File: src/rtl/pcd_pkg.sv
package pcd_pkg;
    localparam int PCD_PINS  = 4;
    localparam int PCD_DW    = 8;
    localparam int PCD_SRCS  = PCD_DW - 1;
    localparam int PCD_SYNC  = 2;

    typedef enum logic {
        FLT_STEADY = 1'b0,
        FLT_PROBE  = 1'b1
    } flt_state_e;

    typedef enum logic [1:0] {
        REG_CHG  = 2'd0,
        REG_STAT = 2'd1,
        REG_MASK = 2'd2,
        REG_ENAB = 2'd3
    } reg_sel_e;
endpackage

File: src/rtl/pcd_pin_filter.sv
module pcd_pin_filter
    import pcd_pkg::*;
#(
    parameter int SYNC_STAGES = PCD_SYNC
) (
    input  logic clk,
    input  logic rst_n,
    input  logic pin_raw,
    output logic level_sync,
    output logic event_o
);
    logic [SYNC_STAGES-1:0] sync_q;
    flt_state_e             state_q, state_d;
    logic                   level_q, level_d;
    logic                   differ;

    always_ff @(posedge clk or negedge rst_n) begin
        if (!rst_n) sync_q <= '0;
        else        sync_q <= {sync_q[SYNC_STAGES-2:0], pin_raw};
    end

    assign level_sync = sync_q[SYNC_STAGES-1];
    assign differ     = level_sync ^ level_q;

    // state register
    always_ff @(posedge clk or negedge rst_n) begin
        if (!rst_n) begin
            state_q <= FLT_STEADY;
            level_q <= 1'b0;
        end else begin
            state_q <= state_d;
            level_q <= level_d;
        end
    end

    // next state and outputs
    always_comb begin
        state_d = state_q;
        level_d = level_q;
        event_o = 1'b0;
        unique case (state_q)
            FLT_STEADY: begin
                if (differ) state_d = FLT_PROBE;
            end
            FLT_PROBE: begin
                state_d = FLT_STEADY;
                if (differ) begin
                    level_d = level_sync;
                    event_o = 1'b1;
                end
            end
            default: state_d = FLT_STEADY;
        endcase
    end
endmodule

File: src/rtl/pcd_event_latch.sv
module pcd_event_latch
    import pcd_pkg::*;
#(
    parameter int PINS = PCD_PINS
) (
    input  logic            clk,
    input  logic            rst_n,
    input  logic [PINS-1:0] evt,
    input  logic [PINS-1:0] enab,
    input  logic            clr,
    output logic [PINS-1:0] flags,
    output logic            summary
);
    // a fresh event is ORed after the clear so it is never lost
    always_ff @(posedge clk or negedge rst_n) begin
        if (!rst_n) begin
            flags   <= '0;
            summary <= 1'b0;
        end else begin
            flags   <= (clr ? '0 : flags) | evt;
            summary <= (clr ? 1'b0 : summary) | (|(evt & enab));
        end
    end
endmodule

File: src/rtl/pcd_irq_out.sv
module pcd_irq_out
    import pcd_pkg::*;
#(
    parameter int DW = PCD_DW
) (
    input  logic          clk,
    input  logic          rst_n,
    input  logic [DW-1:0] status,
    input  logic [DW-1:0] mask,
    output logic          irq_n
);
    always_ff @(posedge clk or negedge rst_n) begin
        if (!rst_n) irq_n <= 1'b1;
        else        irq_n <= ~|(status & mask);
    end
endmodule

File: src/rtl/pin_change_irq.sv
module pin_change_irq
    import pcd_pkg::*;
#(
    parameter int PINS = PCD_PINS,
    parameter int DW   = PCD_DW,
    localparam int SRCS = DW - 1
) (
    input  logic            clk,
    input  logic            rst_n,
    input  logic [PINS-1:0] pin_in,
    input  logic [SRCS-1:0] other_src,
    input  logic [1:0]      cpu_sel,
    input  logic            cpu_rd,
    input  logic            cpu_wr,
    input  logic [DW-1:0]   cpu_wdata,
    output logic [DW-1:0]   cpu_rdata,
    output logic            irq_n
);
    logic [PINS-1:0] lvl, evt, flags, en_q;
    logic [DW-1:0]   mask_q, status;
    logic            summary, rd_clr;
    reg_sel_e        sel;

    assign sel    = reg_sel_e'(cpu_sel);
    assign rd_clr = cpu_rd && (sel == REG_CHG);

    for (genvar g = 0; g < PINS; g++) begin : g_pin
        pcd_pin_filter u_flt (
            .clk       (clk),
            .rst_n     (rst_n),
            .pin_raw   (pin_in[g]),
            .level_sync(lvl[g]),
            .event_o   (evt[g])
        );
    end

    pcd_event_latch #(.PINS(PINS)) u_latch (
        .clk    (clk),
        .rst_n  (rst_n),
        .evt    (evt),
        .enab   (en_q),
        .clr    (rd_clr),
        .flags  (flags),
        .summary(summary)
    );

    assign status = {summary, other_src};

    always_ff @(posedge clk or negedge rst_n) begin
        if (!rst_n) begin
            mask_q <= '0;
            en_q   <= '0;
        end else if (cpu_wr) begin
            if (sel == REG_MASK) mask_q <= cpu_wdata;
            if (sel == REG_ENAB) en_q   <= cpu_wdata[PINS-1:0];
        end
    end

    always_comb begin
        unique case (sel)
            REG_CHG:  cpu_rdata = {flags, lvl};
            REG_STAT: cpu_rdata = status;
            REG_MASK: cpu_rdata = mask_q;
            REG_ENAB: cpu_rdata = {{(DW-PINS){1'b0}}, en_q};
            default:  cpu_rdata = '0;
        endcase
    end

    pcd_irq_out #(.DW(DW)) u_irq (
        .clk   (clk),
        .rst_n (rst_n),
        .status(status),
        .mask  (mask_q),
        .irq_n (irq_n)
    );
endmodule

File: config.mk
export PLATFORM = sky130hd
export DESIGN_NAME = pin_change_irq
export DESIGN_NICKNAME = d
export VERILOG_FILES = /design/src/rtl/pcd_pkg.sv /design/src/rtl/pcd_pin_filter.sv /design/src/rtl/pcd_event_latch.sv /design/src/rtl/pcd_irq_out.sv /design/src/rtl/pin_change_irq.sv
export SDC_FILE = /design/constraint.sdc
export NUM_CORES = 1
export LEC_CHECK = 0
export BUFFER_PORTS_ARGS = -buffer_cell sky130_fd_sc_hd__buf_2
export CAP_MARGIN = 5
export CORE_AREA = 2 2 57 59
export CTS_CLUSTER_SIZE = 16
export DETAILED_ROUTE_END_ITERATION = 16
export DIE_AREA = 0 0 59 61
export PLACE_DENSITY = 0.7
export SLEW_MARGIN = 10
export SYNTH_ARGS = -nofsm -noshare
export SYNTH_HDL_FRONTEND = slang
export SYNTH_SLANG_ARGS = --single-unit
File: constraint.sdc
create_clock -name clk -period 2.7 [get_ports clk]
set_input_delay 0 -clock clk [delete_from_list [all_inputs] [get_ports clk]]
set_output_delay 0 -clock clk [all_outputs]
set_load 0.01 [all_outputs]
Word-level counts from Yosys, hierarchy flattened
Index checks and enable logic that the tools add are counted.
Word-level totals
  flip-flop bits (word level): 34
  input bits: 25
  output and inout port bits: 9
  logic and storage cells: 58
Cells by class
  eq/ne operators: 3
  multiplexer cells: 15
  bitwise gates (word level): 12
  reductions and logical operators: 11
Operators with widths (number)
  $pmux 8 s4: 1
  $reduce_and 2->1: 6
  $mux 1: 9
  $and 8x8->8: 1
  $pmux 1 s2: 4
  $reduce_or 8->1: 1
  $and 4x4->4: 1
  $eq 2x2->1 const B: 2
  $mux 4: 1
  $not 1->1: 4
  $or 4x4->4: 1
  $reduce_or 4->1: 1
  $xor 1x1->1: 4
  $eq 2x1->1 const B: 1
  $logic_not 2->1: 1
  $logic_and 1x1->1: 1
  $logic_not 1->1: 1
  $or 1x1->1: 1

Logic depth before layout (Yosys ltp)
Gate-level depths: netlist (run 1).
  depth in word-level cells: 6
  gate-level depth with buffers: 4
  depth with buffers taken out: 3

By module
From an unflattened synthesis (run 1), not the netlist that was laid out.
Second synthesis, totals
  cells, all modules: 94
  area total of the unflattened synthesis: 1486.4 sq um
By module, submodules not included
  pin_change_irq: times used 1, cells each 42, area each 690.7 sq um, sequential area each 300.3 sq um
  pcd_pin_filter: times used 4, cells each 8, area each 133.9 sq um, sequential area each 100.1 sq um
  pcd_event_latch: times used 1, cells each 14, area each 195.2 sq um, sequential area each 125.1 sq um
  pcd_irq_out: times used 1, cells each 6, area each 65.1 sq um, sequential area each 26.3 sq um

Worst setup path before layout (run 1)
OpenSTA, ideal clock, no wires.
  path kind: register to register
  start: reg g_pin[1].u_flt.sync_q[1]
  end: reg u_latch.summary
  arrival: 0.805 ns
  data required time: 2.566 ns
  slack: 1.761 ns
  cell stages (with the launch flop): 4
  clock period less this slack: 0.939 ns
  cells stage by stage: dfrtp_1 -> xor2_1 -> a32oi_1 -> nand4_1
Between the ends
  cells in the longest elaborated chain, start to end: 6
Ends and longest elaborated chain
  start: declaration: RTL line pcd_pin_filter.sv:12  | logic [SYNC_STAGES-1:0] sync_q;
  start signal: assignment: RTL line pcd_pin_filter.sv:19  | else sync_q <= {sync_q[SYNC_STAGES-2:0], pin_raw};
  $xor 1x1->1: RTL line pcd_pin_filter.sv:23  | assign differ = level_sync ^ level_q;
  $mux 1: RTL line pcd_pin_filter.sv:47  | if (differ) begin
  $mux 1: RTL line pcd_pin_filter.sv:41  | unique case (state_q)
  $and 4x4->4: RTL line pcd_event_latch.sv:21  | summary <= (clr ? 1'b0 : summary) | (|(evt & enab));
  $reduce_or 4->1: RTL line pcd_event_latch.sv:21
  $or 1x1->1: RTL line pcd_event_latch.sv:21
  end signal: assignment: RTL line pcd_event_latch.sv:21
  end: declaration: RTL line pcd_event_latch.sv:12  | output logic summary
Every way passes these cells.
A chain may end at the register's enable or synchronous reset.

Final worst setup path (run 1)
  start: reg mask_q[0]
  end: reg u_irq.irq_n
Between the ends
  cells in the longest elaborated chain, start to end: 3
Ends and longest elaborated chain
  start: declaration: RTL line pin_change_irq.sv:20  | logic [DW-1:0] mask_q, status;
  start signal: assignment: RTL line pin_change_irq.sv:54  | if (sel == REG_MASK) mask_q <= cpu_wdata;
  $and 8x8->8: RTL line pcd_irq_out.sv:14  | else irq_n <= ~|(status & mask);
  $reduce_or 8->1: RTL line pcd_irq_out.sv:14
  $logic_not 1->1: RTL line pcd_irq_out.sv:14
  end signal: assignment: RTL line pcd_irq_out.sv:14
  end: declaration: RTL line pcd_irq_out.sv:10  | output logic irq_n
Every way passes these cells.

==> results of run 1 <==
==> cell type report <==
class,instances,area share [%]
well taps,33,2.29
multi-input cells,58,29.8
clock inverters,1,0.277
flip-flops and latches,34,47.2
clock buffers,7,3.05
repair buffers,48,17.5
==> path summary, 6_finish.rpt <==
kind	end	slack, ps	cells after the start
setup / recovery	u_irq.irq_n	1310	3
min in group asynchronous	u_latch.summary	260	2
max in group asynchronous	mask_q[4]	1970	2
hold reg to reg	g_pin[3].u_flt.sync_q[1]	350	0
hold / removal	u_latch.flags[2]	200	3
setup reg to reg	u_irq.irq_n	1310	3
==> report_power, final <==
| part | internal, mW | switching (mW) |
|---|---|---|
| Clock | 0.126 | 0.157 |
| Combinational | 0.203 | 0.134 |
| Sequential | 0.649 | 0.104 |
| Total | 0.978 | 0.395 |
==> per-stage QoR <==
step                      total power [mW]  cells
after floorplan                      0.969     94
after global placement                1.07    158
after detailed placement              1.08    158
after CTS                             1.39    181
after global routing                  1.46    181
final                                 1.37    181
==> registers in the layout, summed over array words and instances (netlist names) <==
register and flops:
g_pin.u_flt.level_q 4, mask_q 8, u_irq.irq_n 1, u_latch.summary 1, en_q 4, g_pin.u_flt.state_q 4, u_latch.flags 4, g_pin.u_flt.sync_q 8
==> worst reg2reg max path: stages, from the launching register on <==
cell           delay (ps)
dfrtp_1               400
a22oi_1               190
and4_1                200
dlygate4sd3_1         550
==> cell usage in the layout (no fill, tap or decap) <==
| cell | Yosys | layout |
|---|---|---|
| nand2_1 | 5 | 5 |
| clkbuf_4 | 0 | 5 |
| mux2i_1 | 4 | 4 |
| dfrtp_1 | 33 | 33 |
| nand4_1 | 1 | 1 |
| nor2b_1 | 4 | 4 |
| and4_1 | 1 | 1 |
| dfstp_2 | 1 | 1 |
| a32oi_1 | 1 | 1 |
| clkbuf_1 | 0 | 1 |
| or3b_4 | 1 | 1 |
| mux4_2 | 4 | 4 |
| nand3_1 | 4 | 4 |
| a22o_1 | 4 | 4 |
| clkinv_2 | 0 | 1 |
| nor2b_2 | 1 | 1 |
| mux2_2 | 16 | 16 |
| buf_2 | 0 | 33 |
| o21ai_0 | 4 | 4 |
| xor2_1 | 4 | 4 |
| a22oi_1 | 4 | 4 |
| clkbuf_8 | 0 | 1 |
| dlygate4sd3_1 | 0 | 15 |
==> kinds of logic after synthesis <==
logic type,after synthesis,share of synthesized area [%]
AOI/OAI and AO/OA,13,6.66
DFF,34,60.5
and+or+nand+nor,17,7.02
muxes,24,22.0
xor gates and xnor gates,4,2.49
buffers and inverters,2,1.33
==> per-layer routing <==
metal	part of all wire, %	routed length, µm
met1	46	1270
met2	47	1280
met3	5.5	150
met4	1.7	48
met5	0	0
==> run metrics, run 1 <==
status finished, final reports clean; CP cell instances a22oi_1, and4_1, dlygate4sd3_1; core box area 2950 µm²; flops & latches, synth 34; GR peak layer met2; cell taking the most area after synthesis dfrtp_1; ys flop type dfrtp_1; Final WS setup 1310 ps; CP max-delay cell dlygate4sd3_1; Die Ht 61 µm; CTS Buffer Depth 2; drt via density 5.29; antenna cell count 0; Detailed Routing Iterations Pass 1 4; DRT Wirelength 2750 µm; via total after detailed routing 957; Cell Pwr Density 760 nW/µm²; clock sink total 34; I/O pin cnt 34; fmax 0.721 GHz; Util after Layout 61.2%; period utilisation layout 51.4%; hold_sp cpu_rd; first-pass GRT wire length 4440 µm; Reg area 852 µm²; CP max stage delay 550 ps; Setup-failing EPs final 0; total leakage power 0.828 nW; total global-route track usage 17.6%; M2 GR Usage 26.8%; Final min period 1390 ps; Mapped Area 1410 µm²; Final Skew 9.10 ps; pre-CTS setup slack 1470 ps; maxcap violations 0; Filler cells 245; Clk pin slew, worst setup/hold paths 100 ps; CTS Buf Count 5; Cells after Synth 94; # DRC 0; RSZ-0062 raised after global routing no; WP data required 2980 ps; worst r2r src mask_q[0]; Placer Congestion 0.794; worst-margin pin slew 735 ps; ys async rst share 100%; VDD IR-drop max 0.000346 V; die width 59 µm; worst-path fanout max 3; nature of the critical path endpoint flip-flop; HPWL after detailed placement 2030 µm; largest net degree at the start of global routing 35; most frequent cell after synthesis dfrtp_1; critical path class reg -> reg; met3 GRT Util 6.40%; share of post-route cells with drive strength above 1 42.6%; top post-synthesis cells by area dfrtp_1, mux2_2, mux4_2; Root Buffer Master clkbuf_4; CTS tree yes; CP delay by family, top buffers and inverters; vias in the first global route 981; Placed Area 1600 µm²; crit path DAT 1670 ps; crit path launch type flip-flop; Final nets 172; final hold vios 0; Area Growth Syn to Fin 28.2%; worst skew pair latency 330 ps; CP Launch Point mask_q[0]; wire per inst 15.2 µm; Distinct cells, synth 19; Die Area 3600 µm²; Final Max Slew Viols 0; Avg Inst Size Synth 15.0 µm²; met1 global-route usage 23.0%; Synthesis Warnings 0; initial DRC count 44; post-CTS sizing 0; Final TNS setup 0 ps; min-delay worst type in -> reg; antenna violations before repair 0; area occupied by multi-input gates 538 µm²; synth cell count leaders dfrtp_1, mux2_2, nand2_1; H-tree depth 2; Slew HR 51.0%; Design Area, Final 1810 µm²; DRT antenna net count 0; Post-Syn Nets 119; sequential area share after synthesis 60.5%; Post-synth EDFFs 0; cts hold-fix bufs 15; Yosys top cell area share 58.6%; starting density of the core 47.7%; WHS 198 ps; gr ovfl total 0; WP buf/inv 1; IO Port Bufs 33; Cell Rows 20; setup bufs post-CTS 0
(Power assumes the default switching activity.)
==> run 2, diff against run 1 <==
==> constraint.sdc (replaced) <==
create_clock -name clk -period 1.3 [get_ports clk]
set_input_delay 0 -clock clk [delete_from_list [all_inputs] [get_ports clk]]
set_output_delay 0 -clock clk [all_outputs]
set_load 0.01 [all_outputs]
==> run 2 against run 1 <==
Compared with the run above: the flow now finishes with violations (setup timing); wire length is 11% higher; highest routed layer unchanged; final area is 10% higher; clock skew is 3.7 ps higher; largest power group unchanged; critical path type is now reg -> out.
==> run metrics, run 2 (same netlist as run 1, synthesis figures left out) <==
Cell Rows 20; H-tree depth 2; DRT Wirelength 3060 µm; starting density of the core 47.7%; WP data required 1300 ps; Overall Power 3.01 mW; CTS Buffer Depth 2; WHS 6.25 ps; DRT antenna net count 0; die width 59 µm; share of post-route cells with drive strength above 1 47.9%; antenna cell count 0; most common cell after layout, fill and taps aside dfrtp_1; via total after detailed routing 1062; Reg area 852 µm²; HPWL after detailed placement 2130 µm; failing checks setup timing; Root Buffer Master clkbuf_4; RSZ-0062 raised after global routing yes; nature of the critical path endpoint primary output; initial DRC count 47; Placed Instances 162; period utilisation layout 105%; Detailed Routing Iterations Pass 1 4; I/O pin cnt 34; total global-route track usage 19.6%; vias in the first global route 1075; Die Ht 61 µm; Area Growth Syn to Fin 41.3%; crit path launch type flip-flop; antenna violations before repair 0; Top Registers g_pin.u_flt.sync_q (8), mask_q (8); Slew HR 72.3%; status complete, but fails checks; drt via density 5.26; Final Skew 12.8 ps; Setup-failing EPs final 4; critical path class reg -> out; Placer Congestion 0.799; VDD IR-drop max 0.000823 V; gr ovfl total 0; hold depth 3; Cell Pwr Density 1510 nW/µm²; most frequent cells in the layout dfrtp_1, buf_2, dlygate4sd3_1, buf_4, mux2_2; CTS Buf Count 5; first-pass GRT wire length 4910 µm; maxcap violations 0; total leakage power 0.932 nW; Die Area 3600 µm²; Finished Layout Cells 202; worst-margin pin slew 416 ps; Clk pin slew, worst setup/hold paths 100 ps; Filler cells 232; core box area 2950 µm²; pre-CTS setup slack 182 ps; wire per inst 15.1 µm; final hold vios 0; R2R depth 5; worst-path fanout max 2; largest net degree at the start of global routing 35; area occupied by multi-input gates 538 µm²; Final TNS setup -206 ps; worst skew pair latency 350 ps; Final min period 1360 ps; Final WS setup -60.7 ps; crit path DAT 1360 ps; clock sink total 34; IO Port Bufs 33; Final Max Slew Viols 0; CTS tree yes; min-delay worst type in -> reg; # DRC 0; fmax 0.735 GHz; Final nets 193
run 2: cell types whose count changed in the layout (fill, tap and decap cells not counted):
cell           delta
buf_4            +18
buf_2             -3
buf_6             +3
dlygate4sd3_1     +3
run 2: timing repair:
| action | in CTS | in global routing |
|---|---|---|
| buffers inserted | 12 | 2 |
| gates resized for setup | 2 | 1 |
| hold buffers | 17 | 1 |
| cloned | 0 | 0 |
| endpoints found under the hold margin | 51 | 1 |
| endpoints found under the setup margin | 4 | 4 |
run 2: per-stage QoR:
| stage | util [%] | area (µm²) |
|---|---|---|
| finish | 67.4 | 1990 |
| detailed placement | 55.1 | 1630 |
| global placement | 55.1 | 1630 |
| floorplan | - | 1410 |
| CTS | 66.4 | 1960 |
| global route | 67.4 | 1990 |
run 2: final timing paths:
check / start / end / slack [ps]
max in group asynchronous: rst_n / u_irq.irq_n / 780
min in group asynchronous: rst_n / u_latch.summary / 200
setup / recovery: en_q[1] / cpu_rdata[1] / -60
setup reg to reg: g_pin[1].u_flt.sync_q[1] / u_latch.summary / 0
hold reg to reg: g_pin[2].u_flt.sync_q[0] / g_pin[2].u_flt.sync_q[1] / 360
hold / removal: other_src[6] / u_irq.irq_n / 6
run 2: final cells by class:
| type | count | area share, % |
|---|---|---|
| clock inverters | 1 | 0.251 |
| clock buffers | 7 | 2.77 |
| flip-flops and latches | 34 | 42.8 |
| well taps | 33 | 2.07 |
| multi-input cells | 58 | 27.0 |
| repair buffers | 69 | 25.1 |
run 2: power by group:
part | switching, mW | internal (mW)
clock | 0.346 | 0.262
sequential | 0.202 | 1.35
combinational | 0.331 | 0.520
total | 0.879 | 2.13
run 2: metal layers:
metal | vias to the layer above | part of all wire (%) | GRT usage [%]
li1 | 497 | - | -
met1 | 518 | 43 | 23.4
met2 | 37 | 49 | 31.4
met3 | 10 | 5.2 | 5.54
met4 | 0 | 2.5 | 12.7
met5 | - | 0 | 0
run 2: worst max-delay path, cell delays in order (launching register included):
cell and delay, ps:
dfrtp_1 390, mux4_2 480, buf_6 140
==> run 3, diff against run 2 <==
--- a/config.mk
+++ b/config.mk
@@ -7,12 +7,13 @@
 export LEC_CHECK = 0
 export BUFFER_PORTS_ARGS = -buffer_cell sky130_fd_sc_hd__buf_2
 export CAP_MARGIN = 5
-export CORE_AREA = 2 2 57 59
+export CORE_AREA = 2 2 58 60
 export CTS_CLUSTER_SIZE = 16
 export DETAILED_ROUTE_END_ITERATION = 16
-export DIE_AREA = 0 0 59 61
-export PLACE_DENSITY = 0.7
+export DIE_AREA = 0 0 60 62
+export PLACE_DENSITY = 0.71
 export SLEW_MARGIN = 10
 export SYNTH_ARGS = -nofsm -noshare
 export SYNTH_HDL_FRONTEND = slang
+export SYNTH_HIERARCHICAL = 1
 export SYNTH_SLANG_ARGS = --single-unit
==> run 3 against run 2 <==
Compared with the run above: the flow still finishes with violations (setup timing); clock power increased by 28%; core utilization decreased by 2.0 points; die area increased by 3.4%; sequential share of layout area decreased by 1.9 points; worst hold slack improved by 74 ps; wire length increased by 0.98%; clock skew decreased by 8.4 ps; combinational power increased by 15%; sequential cell count unchanged; synthesized area increased by 5.5%; worst setup slack improved by 22 ps; clock-buffer cell count decreased by 1.
==> run metrics, run 3 <==
CP Launch Point en_q[1]; M2 GR Usage 33.4%; cell taking the most area after synthesis dfrtp_1; total global-route track usage 18.9%; min-delay worst type in -> reg; ys flop type dfrtp_1; die width 60 µm; CTS tree yes; sequential area share after synthesis 57.3%; DRT Wirelength 3090 µm; initial DRC count 45; CTS Buffer Depth 2; H-tree depth 2; crit path launch type flip-flop; antenna violations before repair 0; first-pass GRT wire length 5030 µm; final hold vios 0; clock sink total 34; core box area 3180 µm²; Final WS setup -39.0 ps; period utilisation layout 103%; Final Max Slew Viols 0; met1 global-route usage 22.6%; crit path DAT 1340 ps; Distinct cells, synth 24; fmax 0.747 GHz; Mapped Area 1490 µm²; worst-path fanout max 2; Cell Pwr Density 1600 nW/µm²; gr ovfl total 0; Detailed Routing Iterations Pass 1 4; largest net degree at the start of global routing 35; Final nets 190; # DRC 0; most frequent cells in the layout dfrtp_1, buf_2, dlygate4sd3_1, buf_4; wire per inst 14.6 µm; Clk pin slew, worst setup/hold paths 100 ps; vias in the first global route 1126; share of post-route cells with drive strength above 1 49.7%; Placer Congestion 0.704; Final min period 1340 ps; Synthesis Warnings 6; worst-margin pin slew 425 ps; CTS Buf Count 5; drt via density 4.93; status complete, but fails checks; I/O pin cnt 34; synth cell count leaders dfrtp_1, mux2_2, mux2_4; antenna cell count 0; Slew HR 71.6%; worst r2r src g_pin[1].u_flt/sync_q[1]; IO Port Bufs 33; critical path class reg -> out; top post-synthesis cells by area dfrtp_1, mux2_4, mux2_2; Final Skew 4.35 ps; VDD IR-drop max 0.000924 V; HPWL after detailed placement 2080 µm; hold_sp other_src[5]; DRT antenna net count 0; most frequent cell after synthesis dfrtp_1; Cells after Synth 94; most common cell after layout, fill and taps aside dfrtp_1; nature of the critical path endpoint primary output; met3 GRT Util 4.55%; total leakage power 0.990 nW; Avg Inst Size Synth 15.8 µm²; Die Area 3720 µm²; Area Growth Syn to Fin 40.0%; ys async rst share 100%; Util after Layout 65.4%; starting density of the core 46.8%; failing checks setup timing; WP data required 1300 ps; flops & latches, synth 34; pre-CTS setup slack 190 ps; RSZ-0062 raised after global routing yes; Setup-failing EPs final 4; Top Registers g_pin.u_flt/sync_q (8), mask_q (8); Cell Rows 21; WHS 80.0 ps; r2r setup slk 80 ps; Post-Syn Nets 119; via total after detailed routing 1040; Post-synth EDFFs 0; worst skew pair latency 320 ps; maxcap violations 0; Die Ht 62 µm; GR peak layer met2; Root Buffer Master clkbuf_4; Yosys top cell area share 55.6%; Overall Power 3.33 mW
run 3: cell types whose count changed after synthesis, moves of 4 or more:
cell	change
xnor2_1	+4
nor2_1	+4
o21ai_0	-4
a21o_1	+4
nand2_1	-5
mux2_4	+8
o2bb2ai_1	+4
xor2_1	-4
a22o_1	-4
mux2_2	-8
run 3: cells by family (layout without fill, tap and decap cells):
kind of cell / after synthesis / after routing / share of synthesized area [%]
DFF: 34 / 34 / 57.3
muxes: 24 / 24 / 23.1
xor gates and xnor gates: 4 / 4 / 2.36
and+or+nand+nor: 15 / 15 / 7.58
AOI/OAI and AO/OA: 14 / 14 / 8.08
buffers and inverters: 3 / 74 / 1.52
run 3: worst paths after layout:
path                                                 end  cells after the start
worst min register to register  g_pin[2].u_flt/sync_q[1]                      0
worst max register to register           u_latch/summary                      5
min in group asynchronous       g_pin[0].u_flt/sync_q[1]                      3
max in group asynchronous                    u_irq/irq_n                      3
worst max-delay path                        cpu_rdata[1]                      2
worst min-delay path                         u_irq/irq_n                      3
run 3: power breakdown:
group | switching [mW] | internal (mW)
clock | 0.331 | 0.448
combinational | 0.366 | 0.617
sequential | 0.219 | 1.35
run 3: layout make-up:
cell class	count	area, µm²
sequential	34	852
multi-input combinational	57	616
clock buffer	6	51.3
fill	240	1100
clock inverter	1	30.0
timing repair buffer	66	470
tap	46	57.6
inverter	1	3.75
run 3: worst max-delay path, stage by stage, from the launching register on:
cell and delay (ps):
dfrtp_1 390, mux4_2 490, buf_6 140
run 3: metal layers:
metal / vias to the layer above / wire, µm
met4: 0 / 15
met1: 519 / 1310
met2: 27 / 1630
met3: 2 / 140
li1: 492 / -
met5: - / 0
run 3: what timing repair did:
action / 4_1_cts / 5_1_grt
gates resized for setup: 1 / 3
hold endpoints to repair: 50 / 0
hold buffers: 18 / 0
buffers inserted: 11 / 3
setup endpoints to repair: 4 / 5
run 3: stage by stage:
stage	cell area, µm²	TNS (ps)	std cells
after floorplan	1490	0	94
after global placement	1700	0	172
after detailed placement	1700	0	172
after CTS	2040	-167	208
after global routing	2080	-343	211
final	2080	-103	211
